File: config.mk
export PLATFORM = sky130hd
export DESIGN_NAME = irq_regbank
export DESIGN_NICKNAME = d
export VERILOG_FILES = /design/src/rtl/irq_regbank.sv
export SDC_FILE = /design/constraint.sdc
export NUM_CORES = 1
export LEC_CHECK = 0
export BUFFER_PORTS_ARGS = -buffer_cell sky130_fd_sc_hd__buf_4
export CAP_MARGIN = 20
export CELL_PAD_IN_SITES_DETAIL_PLACEMENT = 1
export CELL_PAD_IN_SITES_GLOBAL_PLACEMENT = 2
export CORE_ASPECT_RATIO = 0.9
export CORE_MARGIN = 4
export CORE_UTILIZATION = 30
export DETAILED_ROUTE_END_ITERATION = 7
export GPL_TIMING_DRIVEN = 0
export PLACE_DENSITY = 0.78
export SLEW_MARGIN = 30
export SYNTH_ARGS = -nofsm -noshare
export SYNTH_HDL_FRONTEND = slang
export SYNTH_SLANG_ARGS = --single-unit
File: constraint.sdc
create_clock -name clk -period 0.93 [get_ports clk]
set_input_delay 0.093 -clock clk [delete_from_list [all_inputs] [get_ports clk]]
set_output_delay 0.093 -clock clk [all_outputs]
set_load 0.005 [all_outputs]
File: src/rtl/irq_regbank.sv
module irq_regbank #(
  parameter int AW = 2,
  parameter int DW = 8,
  parameter int WAKE_EN_BIT = 6,
  parameter int DO_FLT_BIT = 5
) (
  input  logic          clk,
  input  logic          rst_n,
  input  logic [AW-1:0] addr,
  input  logic          wr_en,
  input  logic [DW-1:0] wdata,
  input  logic          rd_en,
  output logic [DW-1:0] rdata,
  input  logic          ev_wake,
  input  logic          ev_do_fault,
  input  logic          ev_cq_fault,
  input  logic          ev_uv33,
  input  logic          ev_uv24,
  input  logic          ev_otemp,
  input  logic          di_logic,
  input  logic          q_line,
  output logic          irq
);
  localparam logic [AW-1:0] A_STAT = AW'(0);
  localparam logic [AW-1:0] A_CQ   = AW'(1);
  localparam logic [AW-1:0] A_DIO  = AW'(2);
  localparam logic [AW-1:0] A_MODE = AW'(3);

  logic [5:0]    int_q, int_set;
  logic [DW-1:0] cq_q, dio_q, mode_q, mode_nx, status;
  logic          clr;

  assign clr     = rd_en && addr == A_STAT;
  assign int_set = {ev_wake & mode_q[WAKE_EN_BIT], ev_do_fault, ev_cq_fault,
                    ev_uv33, ev_uv24, ev_otemp};
  assign status  = {int_q[5], int_q[4], ~di_logic, q_line, int_q[3:0]};
  assign irq     = |int_q;

  always_comb begin
    mode_nx = (wr_en && addr == A_MODE) ? wdata : mode_q;
    if (ev_do_fault) mode_nx[DO_FLT_BIT] = 1'b1;
  end

  always_ff @(posedge clk) begin
    if (!rst_n) begin
      int_q  <= '0;
      cq_q   <= '0;
      dio_q  <= '0;
      mode_q <= '0;
    end else begin
      int_q  <= (clr ? 6'd0 : int_q) | int_set;
      mode_q <= mode_nx;
      if (wr_en && addr == A_CQ)  cq_q  <= wdata;
      if (wr_en && addr == A_DIO) dio_q <= wdata;
    end
  end

  always_comb begin
    case (addr)
      A_STAT:  rdata = status;
      A_CQ:    rdata = cq_q;
      A_DIO:   rdata = dio_q;
      default: rdata = mode_q;
    endcase
  end
endmodule

# Word-level counts from Yosys, hierarchy flattened
# Cells that the tools add are included.
# totals
ff_bits	30
in_bits	22
output_inout_bits	9
word_cells	22
# classes
eq_ne	3
muxes	4
bitwise_logic	3
reduce_logical	7
# op_table
op	n
one-hot mux 8 bit (3 select lines)	1
2-to-1 mux 6 bit	2
OR 6 bit	1
OR reduction 6 bit	1
equality test 2 bit (second input constant)	2
logical AND 1 bit	4
equality test 2 x 1 -> 1 bit (second input constant)	1
zero test 2 bit	1
nonzero test 2 bit	1
bitwise AND 1 bit	1
2-to-1 mux 1 bit	1
inverter 1 bit	1

# Depth between registers and ports, before layout
# Gate-level depths: netlist of run 1.
# logic_depth
depth_word	4
depth_mapped	5
depth_no_buf	3

# Worst setup path after synthesis of run 1
# OpenSTA, ideal clock, no wires.
# synth_path
kind	input -> register
startpoint	input port addr[1]
endpoint	register int_q[0]
setup_time_ns	0.114
arrival_ns	0.770
t_required_ns	0.816
setup_slack_ns	0.047
stages	4
path_cell_list	or3b_1 > buf_6 > a21oi_2 > nor2b_1
# synth_via
elab_chain_len	4
# synth_lines
element	line_no	source
from (decl)	9	input logic [AW-1:0] addr,
zero test 2 bit	33	assign clr = rd_en && addr == A_STAT;
logical AND 1 bit	33	
2-to-1 mux 6 bit	51	int_q <= (clr ? 6'd0 : int_q) | int_set;
OR 6 bit	51	
to (signal assigned)	51	
to (decl)	29	logic [5:0] int_q, int_set;
# No other way between the ends.
# A chain may end at the register's enable or synchronous reset.

# Worst setup path in the final report of run 1
# layout_path
startpoint	register int_q[2]
endpoint	output port rdata[2]
# layout_via
elab_chain_len	1
# layout_lines
element	line_no	source
one-hot mux 8 bit (3 select lines)	59	case (addr)
to (decl)	13	output logic [DW-1:0] rdata,
# No other way between the ends.

==> results of run 1 <==
-- metrics by stage --
| step | total power, mW | setup slack, ns | setup TNS (ns) |
|---|---|---|---|
| 5_1_grt | 3.014 | -0.4410 | -3.741 |
| 2_1_floorplan | 1.602 | 0.04671 | 0 |
| 3_3_place_gp | 1.775 | -0.2008 | -4.853 |
| 3_5_place_dp | 1.788 | -0.2011 | -5.298 |
| 4_1_cts | 2.909 | -0.4174 | -3.481 |
| 6_report | 2.873 | -0.4120 | -3.413 |
-- routing by layer --
metal  GRT usage (%)  routed length (um)  up-vias
li1                -                   -      514
met1           18.27                1714      512
met2           23.93                1774       31
met3           4.467                 215        7
met4           6.298                  66        0
met5               0                   0        -
-- placed cells by master, fill, tap and decap left out --
cell and n:
clkbuf_1 4, mux2i_1 16, nor4_1 1, dfxtp_4 1, nor2_1 1, clkinv_2 1
dfxtp_2 10, or3b_1 1, nor2b_1 22, a21oi_1 1, nand2_1 16, and3_2 1
nand3_1 1, inv_1 1, a22oi_2 1, a21boi_0 8, buf_4 30, clkbuf_8 6
dfxtp_1 19, nand3b_1 2, a21oi_2 5, mux4_2 8, buf_6 10, buf_2 1
-- state kept, by name, indices dropped and copies added, names as in the netlist --
signal / count
int_q: 6
mode_q: 8
dio_q: 8
cq_q: 8
-- cells by family (layout without fill, tap and decap cells) --
family | after synthesis | count (layout) | synth area share [%]
AND/OR/NAND/NOR | 45 | 45 | 17.74
multiplexers | 24 | 24 | 24.75
flip-flops | 30 | 30 | 43.68
buffers and inverters | 10 | 53 | 5.003
AO/OA/AOI/OAI | 15 | 15 | 8.826
-- timing repair --
| item | CTS | global route |
|---|---|---|
| endpoints found under the setup margin | 9 | 9 |
| resized for setup | 16 | 3 |
| setup buffers | 5 | 1 |
-- area by class of cell --
type	instances	area share, %
multi-input combinational	84	38.16
sequential	30	33.36
buffer	9	3.518
clock buffer	7	4.668
tap	62	4.195
timing repair buffer	35	15.63
inverter	1	0.2030
clock inverter	1	0.2706
-- critical path, delay by kind of cell (launching register included) --
kind	cells	cell delay, ns
flops	1	0.35
buf+inv	1	0.15
mux	1	0.47
-- where the power goes --
group | internal [mW] | switching, mW
logic | 0.247 | 0.176
clock network | 0.595 | 0.480
registers | 1.34 | 0.0326
-- path summary, 6_finish.rpt --
path,startpoint,end,slack [ns]
worst min register to register,mode_q[0],mode_q[0],0.47
worst min-delay path,ev_otemp,int_q[0],0.05
worst max register to register,int_q[5],int_q[5],0.16
worst max-delay path,int_q[2],rdata[2],-0.41
==> results.md, run 1 <==
* Clock Tree Buf Depth at 2
* Asr flop ratio synth at 0%
* Rel. slew slack at 68.94%
* Status: finished, violations left
* DR pass1 iterations at 4
* Commonest cells post-synth: dfxtp_1 (30), nor2b_1 (22), mux2i_1 (16), nand2_1 (16)
* Slew @ Worst Pin at 0.4659 ns
* Final period utilization at 144.3%
* Register area at 616.8 um2
* Max incr delay on CP at 0.47 ns
* Count leader, synth: dfxtp_1
* Nature of the critical path startpoint: register
* Core area at 4432 um2
* Placer congestion estimate at 0.7660
* Non-filler cells, final at 229
* Remaining antenna violation count at 0
* Root buffer cell: clkbuf_8
* Count of pins over their slew limit at 0
* Worst-case reg-to-reg path depth at 3
* Die width at 79.37 um
* Post-synth EDFFs at 0
* Vias in the first global route at 1223
* Slowest cell on the critical path: mux4_2
* Post-DP HPWL at 2.664 mm
* Leakage power at 0.8058 nW
* Final hold vios at 0
* Input/output buffers at 29
* Tmin final at 1.342 ns
* Max Fclk at 0.7451 GHz
* Initial DRC Count at 22
* CTS tree: done
* Post-synth cell types at 20
* Number of nets in the layout at 188
* Synth Area per Inst at 11.09 um2
* Total grt overflow at 0
* Cts hold-fix bufs at 0
* Initial core utilization at 31.03%
* Vias per cell at 4.646
* YS warnings at 0
* Vias at 1064
* TritonCTS Buffers at 5
* Worst-path clk slew at 0.06 ns
* Final Setup Violations at 9
* CP Cell Sequence: mux4_2 -> buf_4
* PwrDens at 1554 nW/um2
* Initial antenna violation count at 0
* Max IR drop VDD at 0.0006288 V
* RSZ-0062 raised after global routing: true
* Drt wl/cell at 16.46 um
* Cell Rows at 23
* Gr usage total at 14.75%
* DRC at 0
* Top post-synthesis cells by area: dfxtp_1 (44%), mux4_2 (13%), mux2i_1 (12%), nor2b_1 (10%), a21boi_0 (4.4%)
* Post-synthesis sequential area ratio at 43.68%
* Clock latency on the worst-skew pair at 0.28 ns
* H-tree depth at 2
* Pin count of the biggest net entering global routing at 11
* Worst Path Required at 0.84 ns
* WP data arrival at 1.25 ns
* Util after Layout at 41.73%
* Failing checks: negative setup slack
* Hold_ws at 0.04997 ns
* Multi-input logic area at 705.7 um2
* Mapped cell area at 1375 um2
* Final wirelength at 3.770 mm
* Final Skew at 0.00009481 ns
* Worst setup EP type: primary output
* Syn nets at 146
* Top_reg_cell synth: dfxtp_1
* Fill count at 507
* Placed insts at 215
* Clk sink count at 30
* Final instance area at 1849 um2
* Hold Crit Depth at 3
* Die height at 72.23 um
* Placed inst area at 1670 um2
* IO Pins at 31
* Worst min-delay path category: in2reg
* Cell taking the most area after synthesis: dfxtp_1
* Largest fanout on the critical path at 3
* Die ar. at 5733 um2
* First-pass GRT wire length at 6.154 mm
* Fin worst setup slack at -0.4120 ns
* Top cell type's share of synthesized area at 43.68%
* Max-Cap Viols at 0
* Seq cells post-synth at 30
* Share of post-route cells with drive strength above 1 at 44.31%
* Area grow syn2layout at 34.49%
* WS Path Type: reg2out
* Diodes inserted at 0
* Synth Instances at 124
Power figures use the tool's default switching activity.
==> inputs of run 2 (changes only) <==
CORE_ASPECT_RATIO = default   (was 0.9)
==> run 2 against run 1 <==
  * The flow still finishes with violations (negative setup slack)
  * Cell count fell by 3.1%
  * Hold slack worse by 0.0023 ns
  * Via count up 0.19%
  * Routed wire length decreased by 0.45%
  * Clock-buffer cell count unchanged
  * Combinational power rose by 2%
==> results.md, run 2 (synthesis results as in run 1) <==
* Pin count of the biggest net entering global routing at 11 (unchanged)
* Routing usage on met3 at 2.902% (-1.6 points)
* Vias at 1066 (+0.19%)
* Seq pwr share at 48.0% (about the same)
* Final Setup Violations at 9 (unchanged)
* Initial DRC Count at 47 (+110%)
* Net Sw Frac at 23.37% (-0.57 points)
* Worst-case reg-to-reg path depth at 3 (unchanged)
* Fill count at 500 (-1.4%)
* Status: finished, violations left
* Final Skew at 0.003352 ns (+0.003257 ns)
* Count of pins over their slew limit at 0 (unchanged)
* R2r startpoint: dio_q[6]
* WS Path Type: reg2out
* Initial antenna violation count at 0 (unchanged)
* Rel. slew slack at 70.90% (+2.0 points)
* Max incr delay on CP at 0.47 ns (about the same)
* GR Util met2 at 27.42% (+3.5 points)
* Max-Cap Viols at 0 (unchanged)
* Vias per cell at 4.802 (+3.3%)
* Total grt overflow at 0 (unchanged)
* Failing checks: negative setup slack
* Final instance area at 1866 um2 (+0.88%)
* CP Depth at 2 (unchanged)
* Drt wl/cell at 16.91 um (+2.7%)
* Max Fclk at 0.7560 GHz (+1.5%)
* Hold_ws at 0.04767 ns (-0.002304 ns)
* P_int at 2.195 mW (+0.42%)
* Grt met1 use at 16.42% (-1.8 points)
* Worst Path Required at 0.84 ns (about the same)
* Clk sink count at 30 (unchanged)
* DR pass1 iterations at 4 (unchanged)
* Die width at 75.70 um (-4.6%)
* Vias in the first global route at 1191 (-2.6%)
* Slowest cell on the critical path: mux4_2
* Final period utilization at 142.2% (-2.1 points)
* IO Pins at 31 (unchanged)
* Area grow syn2layout at 35.67%
* Die ar. at 5730 um2 (about the same)
* CP Cell Sequence: mux4_2 -> buf_6
* H-tree depth at 2 (unchanged)
* Initial core utilization at 31.36% (+0.34 points)
* Root buffer cell: clkbuf_8
* Nature of the critical path startpoint: register
* Clock network fraction of total power at 36.9% (-0.5 points)
* Fin worst setup slack at -0.3927 ns (+0.01934 ns)
* Clock latency on the worst-skew pair at 0.27 ns (about the same)
* Final hold vios at 0 (unchanged)
* Share of post-route cells with drive strength above 1 at 45.29% (+0.98 points)
* CTS tree: done
* Final wirelength at 3.753 mm (-0.45%)
* Worst-path clk slew at 0.07 ns (about the same)
* Number of nets in the layout at 191 (+1.6%)
* WP data arrival at 1.23 ns (-0.02 ns)
* Core area at 4384 um2 (-1.1%)
* Tmin final at 1.323 ns (-0.01934 ns)
* Top delay family on crit path: multiplexers
* Max IR drop VDD at 0.0008583 V (+37%)
* Diodes inserted at 0 (unchanged)
* Most frequent cells in the layout: buf_4 (32), nor2b_1 (22), dfxtp_1 (19), nand2_1 (16), mux2i_1 (16)
* DRC at 0 (unchanged)
* Commonest non-fill, non-tap cell in the layout: buf_4
* Worst setup EP type: primary output
* RSZ-0062 raised after global routing: true
* Cell Rows at 24 (+4.3%)
* Global routing's busiest layer: met2
* Leakage power at 0.8224 nW (+2.1%)
* Clock Tree Buf Depth at 2 (unchanged)
* Largest registers: cq_q x8, dio_q x8, mode_q x8
* Slew @ Worst Pin at 0.4365 ns (-0.02942 ns)
* Net switching power at 0.6692 mW (-2.7%)
* TritonCTS Buffers at 5 (unchanged)
* Critical path capture point: rdata[2]
* Post-DP HPWL at 2.700 mm (+1.4%)
* PwrDens at 1535 nW/um2 (-1.2%)
* Remaining antenna violation count at 0 (unchanged)
* First-pass GRT wire length at 6.106 mm (-0.78%)
* Gr usage total at 14.62% (-0.13 points)
* Die height at 75.70 um (+4.8%)
* Largest fanout on the critical path at 3 (unchanged)
* Buf/Inv on CP at 1 (unchanged)
* Comb pwr share at 15.1% (+0.4 points)
* Input/output buffers at 29 (unchanged)
* Placed inst area at 1658 um2 (-0.75%)
* R2r endpoint: dio_q[6]
* R2R setup slack at 0.14 ns (-0.02 ns)
* CP Launch Point: int_q[2]
* Placer congestion estimate at 0.7353 (-4.0%)
* Worst min-delay path category: in2reg
-- run 2: layout make-up --
type	count	area [um2]	share of cell area, %
well taps	52	65.06	3.488
inverters	1	3.754	0.2012
clock inverters	1	5.005	0.2683
plain buffers	9	65.06	3.488
flip-flops and latches	30	619.3	33.20
multi-input cells	84	705.7	37.83
repair buffers	38	315.3	16.90
clock buffers	7	86.33	4.628
-- run 2: timing repair --
action                                  CTS  global route
setup buffers                             7             2
cloned                                    0             0
hold endpoints to repair                  0             0
gates resized for setup                  16             5
endpoints found under the setup margin    9             9
hold buffers                              0             0
-- run 2: worst reg2reg max path, delay by kind of cell (launching register included) --
kind | cells | cell delay [ns]
multiplexers | 1 | 0.17
flip-flops | 1 | 0.32
buffers and inverters | 1 | 0.12
AND/OR/NAND/NOR | 1 | 0.06
-- run 2: worst min-delay path by stage --
stage	startpoint	end	slack (ns)	depth (start not counted)
finish	ev_otemp	int_q[0]	0.05	3
detailed placement	ev_otemp	int_q[0]	0.33	3
floorplan	ev_otemp	int_q[0]	0.22	2
CTS	ev_otemp	int_q[0]	0.04	3
global placement	ev_cq_fault	int_q[3]	0.32	3
global route	ev_cq_fault	int_q[3]	0.07	3
-- run 2: per-stage QoR --
| stage | utilization [%] | total power [mW] | TNS [ns] | worst slack [ns] | std cells |
|---|---|---|---|---|---|
| finish | 42.55 | 2.864 | -3.238 | -0.3927 | 222 |
| global route | 42.55 | 2.999 | -3.636 | -0.4421 | 222 |
| CTS | 41.89 | 2.907 | -3.342 | -0.4011 | 220 |
| detailed placement | 37.81 | 1.791 | -6.223 | -0.2249 | 205 |
| global placement | 37.81 | 1.775 | -5.305 | -0.2173 | 205 |
| floorplan | - | 1.602 | 0 | 0.04671 | 124 |
-- run 2: per-layer routing --
metal  part of all wire (%)  vias up  wire, um
met3                    3.9        4       146
met5                      0        -         0
met2                     56       17      2090
met1                     39      527      1469
met4                    1.3        0        48
li1                       -      518         -
-- run 2: power by group through the flow --
stage                     combinational [mW]  sequential (mW)  clock [mW]
after floorplan                        0.211             1.39           0
after global placement                 0.372             1.40           0
after detailed placement               0.384             1.41           0
after CTS                              0.428             1.38        1.10
after global routing                   0.476             1.38        1.14
final                                  0.432             1.37        1.06
